`src/rtl/esj_pkg.sv`:
```
package esj_pkg;

  // Which tally a sector byte feeds
  typedef enum logic {
    SEG_DATA = 1'b0,
    SEG_ECC  = 1'b1
  } seg_e;

  localparam int NUM_SEGS = 2;

endpackage

```
`src/rtl/esj_seg_tracker.sv`:
```
module esj_seg_tracker #(
  parameter int DATA_BYTES = 512
) (
  input  logic         clk_i,
  input  logic         rst_ni,
  input  logic         clear_i,
  input  logic         take_i,
  output esj_pkg::seg_e seg_o
);
  localparam int PW = $clog2(DATA_BYTES + 1);
  localparam logic [PW-1:0] PAYLOAD_END = PW'(DATA_BYTES);

  logic [PW-1:0] pos_q;
  logic          at_end;

  assign at_end = (pos_q == PAYLOAD_END);

  // Position stops at the payload boundary: everything after it is ECC
  always_ff @(posedge clk_i or negedge rst_ni) begin
    if (!rst_ni) begin
      pos_q <= '0;
    end else if (clear_i) begin
      pos_q <= '0;
    end else if (take_i && !at_end) begin
      pos_q <= pos_q + 1'b1;
    end
  end

  assign seg_o = at_end ? esj_pkg::SEG_ECC : esj_pkg::SEG_DATA;

endmodule

```
`src/rtl/esj_zero_tally.sv`:
```
module esj_zero_tally #(
  parameter int BYTE_W = 8,
  parameter int LIMIT  = 8,
  parameter int CNT_W  = $clog2(LIMIT + 2)
) (
  input  logic              clk_i,
  input  logic              rst_ni,
  input  logic              clear_i,
  input  logic              add_i,
  input  logic [BYTE_W-1:0] byte_i,
  output logic [CNT_W-1:0]  count_o,
  output logic [CNT_W-1:0]  count_nxt_o
);
  localparam int CEIL = LIMIT + 1;

  // Number of bits that read as zero
  function automatic int unsigned zeros_of(input logic [BYTE_W-1:0] b);
    int unsigned n;
    n = 0;
    for (int i = 0; i < BYTE_W; i++) begin
      n += {31'd0, ~b[i]};
    end
    return n;
  endfunction

  // Sum clipped at CEIL, so the count is exact below it and never wraps
  function automatic logic [CNT_W-1:0] sat_add(input logic [CNT_W-1:0] cur,
                                               input int unsigned inc);
    int unsigned s;
    s = int'(cur) + inc;
    if (s > CEIL) s = CEIL;
    return CNT_W'(s);
  endfunction

  logic [CNT_W-1:0] count_q;

  always_comb begin
    if (clear_i)    count_nxt_o = '0;
    else if (add_i) count_nxt_o = sat_add(count_q, zeros_of(byte_i));
    else            count_nxt_o = count_q;
  end

  always_ff @(posedge clk_i or negedge rst_ni) begin
    if (!rst_ni) count_q <= '0;
    else         count_q <= count_nxt_o;
  end

  assign count_o = count_q;

endmodule

```
`src/rtl/esj_verdict.sv`:
```
module esj_verdict #(
  parameter int LIMIT = 8,
  parameter int CNT_W = $clog2(LIMIT + 2)
) (
  input  logic [CNT_W-1:0] data_cnt_i,
  input  logic [CNT_W-1:0] ecc_cnt_i,
  output logic             erased_o,
  output logic             fill_o,
  output logic [CNT_W-1:0] corrected_o
);
  function automatic logic [CNT_W:0] joint(input logic [CNT_W-1:0] a,
                                           input logic [CNT_W-1:0] b);
    return {1'b0, a} + {1'b0, b};
  endfunction

  function automatic logic within_reach(input logic [CNT_W:0] total);
    return int'(total) <= LIMIT;
  endfunction

  logic [CNT_W:0] total;

  assign total       = joint(data_cnt_i, ecc_cnt_i);
  assign erased_o    = within_reach(total);
  assign fill_o      = erased_o && (data_cnt_i != '0);
  assign corrected_o = erased_o ? data_cnt_i : '0;

endmodule

```
`src/rtl/erased_sector_judge.sv`:
```
module erased_sector_judge #(
  parameter int DATA_BYTES = 512,
  parameter int BYTE_W     = 8,
  parameter int LIMIT      = 8,
  parameter int CNT_W      = $clog2(LIMIT + 2)
) (
  input  logic              clk_i,
  input  logic              rst_ni,
  input  logic              start_i,
  input  logic              in_valid_i,
  input  logic [BYTE_W-1:0] in_byte_i,
  input  logic              in_last_i,
  output logic              done_o,
  output logic              erased_o,
  output logic              fill_ones_o,
  output logic [CNT_W-1:0]  corrected_o,
  output logic [CNT_W-1:0]  data_zeros_o,
  output logic [CNT_W-1:0]  ecc_zeros_o
);
  import esj_pkg::*;

  // Named internal events
  logic             byte_take;
  logic             sector_end;
  seg_e             seg;
  logic [CNT_W-1:0] tally_q   [NUM_SEGS];
  logic [CNT_W-1:0] tally_nxt [NUM_SEGS];
  logic             v_erased;
  logic             v_fill;
  logic [CNT_W-1:0] v_corrected;

  assign byte_take  = in_valid_i && !start_i;
  assign sector_end = byte_take && in_last_i;

  esj_seg_tracker #(.DATA_BYTES(DATA_BYTES)) seg_i (
    .clk_i   (clk_i),
    .rst_ni  (rst_ni),
    .clear_i (start_i),
    .take_i  (byte_take),
    .seg_o   (seg)
  );

  for (genvar g = 0; g < NUM_SEGS; g++) begin : g_tally
    logic add;
    assign add = byte_take && (int'(seg) == g);
    esj_zero_tally #(.BYTE_W(BYTE_W), .LIMIT(LIMIT), .CNT_W(CNT_W)) tally_i (
      .clk_i       (clk_i),
      .rst_ni      (rst_ni),
      .clear_i     (start_i),
      .add_i       (add),
      .byte_i      (in_byte_i),
      .count_o     (tally_q[g]),
      .count_nxt_o (tally_nxt[g])
    );
  end

  // Judge the counts that include the final byte
  esj_verdict #(.LIMIT(LIMIT), .CNT_W(CNT_W)) verdict_i (
    .data_cnt_i  (tally_nxt[SEG_DATA]),
    .ecc_cnt_i   (tally_nxt[SEG_ECC]),
    .erased_o    (v_erased),
    .fill_o      (v_fill),
    .corrected_o (v_corrected)
  );

  logic             done_q;
  logic             erased_q;
  logic             fill_q;
  logic [CNT_W-1:0] corrected_q;

  always_ff @(posedge clk_i or negedge rst_ni) begin
    if (!rst_ni) begin
      done_q      <= 1'b0;
      erased_q    <= 1'b0;
      fill_q      <= 1'b0;
      corrected_q <= '0;
    end else begin
      done_q      <= sector_end;
      erased_q    <= sector_end && v_erased;
      fill_q      <= sector_end && v_fill;
      corrected_q <= sector_end ? v_corrected : '0;
    end
  end

  assign done_o       = done_q;
  assign erased_o     = erased_q;
  assign fill_ones_o  = fill_q;
  assign corrected_o  = corrected_q;
  assign data_zeros_o = tally_q[SEG_DATA];
  assign ecc_zeros_o  = tally_q[SEG_ECC];

endmodule

```
`config.mk`:
```
export PLATFORM = sky130hd
export DESIGN_NAME = erased_sector_judge
export DESIGN_NICKNAME = d
export VERILOG_FILES = /design/src/rtl/esj_pkg.sv /design/src/rtl/esj_seg_tracker.sv /design/src/rtl/esj_zero_tally.sv /design/src/rtl/esj_verdict.sv /design/src/rtl/erased_sector_judge.sv
export SDC_FILE = /design/constraint.sdc
export NUM_CORES = 1
export LEC_CHECK = 0
export BUFFER_PORTS_ARGS = -buffer_cell sky130_fd_sc_hd__buf_2
export CAP_MARGIN = 20
export CORE_UTILIZATION = 57
export CTS_CLUSTER_DIAMETER = 50
export DETAILED_ROUTE_END_ITERATION = 10
export PLACE_DENSITY = 0.87
export SETUP_SLACK_MARGIN = 0.05
export SYNTH_ARGS = -nofsm -noshare
export SYNTH_HDL_FRONTEND = slang
export SYNTH_SLANG_ARGS = --single-unit
```
`constraint.sdc`:
```
create_clock -name clk_i -period 3.6 [get_ports clk_i]
set_input_delay 0.36 -clock clk_i [delete_from_list [all_inputs] [get_ports clk_i]]
set_output_delay 0.36 -clock clk_i [all_outputs]
set_load 0.01 [all_outputs]
```
# After elaboration in Yosys (flattened, before gate mapping)
# Index checks and enable logic that the tools add are counted.
# Widths: inputs -> output; s select.
# op_classes
n_addsub	11
order_cmp	3
eq_ne	1
mux	11
bitwise	9
n_reduce_logical	12
# op_table
op	n
$add 32x1->32	6
$add 4x32->32	2
$gt 32x4->1 const B	2
$mux 4	8
$mux 10	2
$add 10x1->10 const B	1
$eq 10x10->1 const B	1
$not 1->1	9
$logic_and 1x1->1	8
$add 4x4->5	1
$le 5x4->1 const B	1
$reduce_bool 4->1	1
$add 1x1->2	1
$logic_not 1->1	2
$reduce_bool 2->1	1
$mux 1	1
# word_totals
ff_bits	25
elab_cells	54

# Logic depth before layout (Yosys ltp)
# depth
depth_word	17
mapped_depth	22

# By module
# Synthesis repeated with hierarchy kept, for this count alone.
# hier_totals
hier_cells	207
area_unflattened_um2	2135.8
# modules_own_cells
mod	n_inst	cells_each	area_each_um2	seq_area_each_um2
esj_seg_tracker	1	66	605.6	250.2
esj_zero_tally at g_tally[0].tally_i	1	54	541.8	100.1
esj_zero_tally at g_tally[1].tally_i	1	51	525.5	100.1
erased_sector_judge	1	17	269.0	175.2
esj_verdict	1	19	193.9	0.0

# Worst setup path after synthesis
# Ideal clock, no wire load.
# synth_timing
path_type	input -> register
startpoint	in in_byte_i[0]
endpoint	reg fill_q (netlist: fill_ones_o)
setup_ns	0.067
arrival_ns	5.178
t_required_ns	3.533
path_slack_ns	-1.645
stages	19
cell_sequence	inv_1 ha_1 fa_1 fa_1 fa_1 inv_1 fa_1 fa_1 xor2_1 o2bb2ai_1 o21bai_1 nor2_1 o21ai_0 ha_1 fa_1 maj3_2 a21o_1 a31oi_2 o41a_1
# synth_via
elab_chain_len	17
elab_cells_between_ends	23
# synth_lines
element	line_no	source
start: declaration	erased_sector_judge.sv:11	input logic [BYTE_W-1:0] in_byte_i,
$not 1->1 (*)	esj_zero_tally.sv:21	n += {31'd0, ~b[i]};
$add 1x1->2 (*)	esj_zero_tally.sv:21	
$add 32x1->32 (*) (6 in a row)	esj_zero_tally.sv:21	
$add 4x32->32 (*)	esj_zero_tally.sv:30	s = int'(cur) + inc;
$gt 32x4->1	esj_zero_tally.sv:31	if (s > CEIL) s = CEIL;
$mux 4 (*)	esj_zero_tally.sv:31	
$mux 4 (*)	esj_zero_tally.sv:39	else if (add_i) count_nxt_o = sat_add(count_q, zeros_of(byte_i));
$mux 4 (*)	esj_zero_tally.sv:38	if (clear_i) count_nxt_o = '0;
net g_tally[1].tally_i.count_nxt_o[0]	esj_zero_tally.sv:12	output logic [CNT_W-1:0] count_nxt_o
$add 4x4->5 (*)	esj_verdict.sv:13	return {1'b0, a} + {1'b0, b};
$le 5x4->1 (*)	esj_verdict.sv:17	return int'(total) <= LIMIT;
$logic_and 1x1->1 (*)	esj_verdict.sv:24	assign fill_o = erased_o && (data_cnt_i != '0);
$logic_and 1x1->1 (*)	erased_sector_judge.sv:80	fill_q <= sector_end && v_fill;
end signal: assignment	erased_sector_judge.sv:80	
end: declaration	erased_sector_judge.sv:68	logic fill_q;
# The timed path passes the listed nets; every way through them passes the cells marked *.
# A chain may end at the register's enable or synchronous reset.

# Worst setup path after layout
# layout_timing
startpoint	in in_byte_i[1]
endpoint	reg fill_q (netlist: fill_ones_o)
# layout_via
elab_chain_len	17
elab_cells_between_ends	23
# layout_lines
element	line_no
$not 1->1 (*)	esj_zero_tally.sv:21
$add 1x1->2 (*)	esj_zero_tally.sv:21
$add 32x1->32 (*) (6 in a row)	esj_zero_tally.sv:21
$add 4x32->32 (*)	esj_zero_tally.sv:30
$gt 32x4->1	esj_zero_tally.sv:31
$mux 4 (*)	esj_zero_tally.sv:31
$mux 4 (*)	esj_zero_tally.sv:39
$mux 4 (*)	esj_zero_tally.sv:38
net g_tally[0].tally_i.count_nxt_o[0]	esj_zero_tally.sv:12
$add 4x4->5	esj_verdict.sv:13
$le 5x4->1	esj_verdict.sv:17
$logic_and 1x1->1 (*)	esj_verdict.sv:24
$logic_and 1x1->1 (*)	erased_sector_judge.sv:80
# Marked as above.

==> run summary <==
Summing every instance area after synthesis gives about 1900 um^2. Setup violations remaining at the end of the flow were counted as 14. The data required time of the worst path is around 3.9 ns. The post-synth net total is around 220. The initial antenna violation count is 0. The sequential cell area fraction in the yosys report came out at 33.8%. Across the VDD grid, the largest voltage drop is 0.359 mV.

The CTS buffer count came out at 3. The total of max-cap violations came out at 0. The die outline width is a little under 60 um.

The count of standard-cell rows is 20. The slew at the pin with the worst max-slew slack is 0.570 ns. The post-detailed-route wirelength per cell is 21.0 um. The number of synthesized flops with an enable pin is 0. The final cell area excluding filler cells is 2670 um^2. The analysis attributes to cell leakage a power of around 1.3 nW. The count of clock tree sinks is 25. The number of storage elements in the synthesis netlist is 25.

The internal portion of the total power is 0.971 mW. The clock network burns under 10% of the power. Once the floorplan was initialized, standard cells occupied roughly three fifths of the core. The post-placement setup slack is -1.69 ns. The number of max-slew violations in the final report is 0. The share of total power dissipated in sequential elements is around a fifth. After synthesis, the most frequently instantiated cells are sky130_fd_sc_hd__dfrtp_1, sky130_fd_sc_hd__inv_1, sky130_fd_sc_hd__nor2_1, sky130_fd_sc_hd__ha_1, sky130_fd_sc_hd__nand2_1.

The combinational share of power came out at between 70 and 80%. For this run, the post-layout net count is approximately 290. The checks that failed: negative setup slack.

The relative max-transition margin came out at between 60% and 70%. The TritonCTS clock tree is done. The clock passes through at most 2 buffers. The number of port buffers came out at 27. The proportion of netlist area held by the largest area contributor came out at 33.8%. The wire length after detailed routing came out at 6.34 mm. The first global-routing pass estimated a little under 9 mm of wire. The post-CTS clock slew at the launch and capture registers of the worst setup and hold paths is about 0.14 ns. In this run the clock root is driven by a sky130_fd_sc_hd__clkbuf_4. The async set-reset flop share out of synthesis came out at 100%. The number of DRC markers in iteration 0 is between 150 and 200. The power per cell area is ~620 nW/um^2.

The run finished, with violations left. Net switching is between 40% and 50% of the power. Among all cell types in the netlist, the one instantiated most often is sky130_fd_sc_hd__dfrtp_1. The data arrival at the endpoint of the critical path came out at roughly 5.5 ns. 28 I/O pins were placed. The time the final worst path needs with I/O delays and setup is 5.24 ns. Routability-driven placement finished with a final weighted congestion of about 0.96. Yosys attributes the largest share of cell area to sky130_fd_sc_hd__dfrtp_1, sky130_fd_sc_hd__ha_1, sky130_fd_sc_hd__fa_1. The H-tree level count came out at 1. The worst path uses 145% of the clock period. The total DRC errors in the routed layout came out at 0. The remaining antenna violation count came out at 0.

The placeable core area came out at between 3000 and 4000 um^2. The category of the most critical setup path is in2reg. The switching component of the power is just under 0.7 mW.

The combined global-route utilization of all metal layers is between 30 and 40%. The share of final-layout standard cells stronger than drive strength 1 came out at 48.2%. STA classifies the critical path startpoint as an input pin.

The final hold violation count is 0. The remaining global-route overflow is 0. The overall die area is 3480 um^2. The completed layout was analyzed and its total power is around 1.7 mW. The detailed-placement wirelength estimate came out at roughly 3.3 mm.

The synthesized netlist cell count came out at 187. The leading area contributor after synthesis is sky130_fd_sc_hd__dfrtp_1. The worst path setup slack after routing came out at -1.64 ns. The largest fanout on the critical path came out at 4. The average instance area after synthesis came out at a little under 10 um^2. The number of distinct library cells after synthesis came out at 55. Based on the critical path, the design can be clocked at up to about 190 MHz. The insertion delay to the later sink of the worst-skew pair is approximately 0.32 ns. The first detailed-routing pass ran for 4 iterations. The min-delay analysis places its worst path in the category in2async. The prevailing post-synth register cell is sky130_fd_sc_hd__dfrtp_1.

The final antenna diode count came out at 0. In this run the cell area measured after placement is between 2000 and 2500 um^2. The via count of the first global-routing pass is around 1800.

The worst setup path is captured at a flip-flop. The layout overhead on the synthesized area is 44.2%. The final standard cell utilization of the core came out at between 80 and 90%.

Setup repair after global routing could not meet its margin everywhere. The die is between 50 and 60 um tall. Entering global routing, the biggest net connects 26 pins. The number of warnings reported in the yosys synthesis log is 0.

For the final routed database, the setup TNS stands at -12.06 ns. The final setup skew is a little over 0.01 ns. The quantity of hold-fixing buffers added after cts came out at 0. The ratio of routed vias to standard cells came out at approximately 6.3.

The detailed-route via count came out at between 1500 and 2000.
[critical path, stage by stage]
cell	delay, ns
sky130_fd_sc_hd__buf_8	0.09
sky130_fd_sc_hd__inv_12	0.03
sky130_fd_sc_hd__ha_4	0.23
sky130_fd_sc_hd__fa_1	0.55
sky130_fd_sc_hd__fa_1	0.45
sky130_fd_sc_hd__fa_2	0.36
sky130_fd_sc_hd__inv_2	0.07
sky130_fd_sc_hd__fa_2	0.51
sky130_fd_sc_hd__buf_6	0.16
sky130_fd_sc_hd__fa_2	0.41
sky130_fd_sc_hd__xor2_2	0.24
sky130_fd_sc_hd__a2bb2oi_2	0.10
sky130_fd_sc_hd__nand2_1	0.10
sky130_fd_sc_hd__a21oi_2	0.07
sky130_fd_sc_hd__a31o_2	0.26
sky130_fd_sc_hd__ha_4	0.17
sky130_fd_sc_hd__fa_2	0.37
sky130_fd_sc_hd__maj3_2	0.31
sky130_fd_sc_hd__a21o_1	0.19
sky130_fd_sc_hd__a31oi_4	0.24
sky130_fd_sc_hd__o41a_1	0.22
[power groups by stage]
| stage | clock, mW | combinational, mW | sequential (mW) |
|---|---|---|---|
| after detailed placement | 0 | 0.643 | 0.339 |
| final | 0.128 | 1.20 | 0.343 |
| after floorplan | 0 | 0.395 | 0.344 |
| after global routing | 0.138 | 1.24 | 0.342 |
| after CTS | 0.127 | 0.940 | 0.336 |
| after global placement | 0 | 0.626 | 0.340 |
[cell type report]
cell class                 count  area (um^2)
clock buffer                   4         26.3
fill                         151          407
inverter                      22         97.6
multi-input combinational    139         1370
sequential                    25          626
tap                           44         55.1
timing repair buffer          67          493
[layer usage]
| metal | wire, um | GRT usage, % |
|---|---|---|
| met5 | 0 | 0 |
| met4 | 490 | 13.6 |
| met3 | 430 | 6.99 |
| met2 | 3080 | 60.2 |
| met1 | 2330 | 42.1 |
[metrics by stage]
stage | hold slack (ns) | cells
after floorplan | 0.0644 | 187
after global placement | 0.366 | 279
after detailed placement | 0.380 | 279
after CTS | 0.0231 | 296
after global routing | 0.0422 | 301
final | 0.00319 | 301
[worst paths after layout]
| path | start | cells after the start | to | slack, ns |
|---|---|---|---|---|
| max | in_byte_i[1] | 21 | fill_ones_o$_DFF_PN0_ | -1.64 |
| min | rst_ni | 1 | seg_i.pos_q[4]$_DFFE_PN0P_ | 0.003 |
| min reg2reg | seg_i.pos_q[7]$_DFFE_PN0P_ | 1 | seg_i.pos_q[7]$_DFFE_PN0P_ | 0.54 |
| min in group clk_i | in_last_i | 2 | done_o$_DFF_PN0_ | 0.33 |
| max reg2reg | g_tally[0].tally_i.count_o[0]$_DFF_PN0_ | 15 | fill_ones_o$_DFF_PN0_ | 0.12 |
| max in group asynchronous | rst_ni | 1 | g_tally[1].tally_i.count_o[1]$_DFF_PN0_ | 3.21 |
[logic make-up (layout without fill, tap and decap cells)]
kind of cell	after synthesis	after routing	share of synthesized area, %
AO/OA/AOI/OAI	35	35	14.8
flip-flops	25	25	33.8
AND/OR/NAND/NOR	65	65	19.6
buffers and inverters	23	93	4.66
multiplexers	2	2	1.35
adder cells (fa/ha/maj)	25	25	19.7
XOR/XNOR	12	12	6.08
[placed cells by master (no fill, tap or decap), types with 6 or more instances in the layout]
cell type                  n
sky130_fd_sc_hd__buf_2    25
sky130_fd_sc_hd__buf_4    29
sky130_fd_sc_hd__nand2_1  11
sky130_fd_sc_hd__buf_6    12
sky130_fd_sc_hd__ha_1     11
sky130_fd_sc_hd__inv_1    16
sky130_fd_sc_hd__dfrtp_1  25
sky130_fd_sc_hd__nor2_1   17
sky130_fd_sc_hd__xor2_1    6
[sequential cells by signal (all words and copies together), names as in the netlist]
| register | cells |
|---|---|
| corrected_o | 4 |
| done_o | 1 |
| erased_o | 1 |
| fill_ones_o | 1 |
| g_tally.tally_i.count_o | 8 |
| seg_i.pos_q | 10 |
[timing repair]
action | in CTS | in global routing
pin swaps | 24 | 26
resized for setup | 37 | 13
setup endpoints to repair | 14 | 14
gates cloned | 0 | 0
buffers inserted | 16 | 6
(Power assumes the default switching activity.)
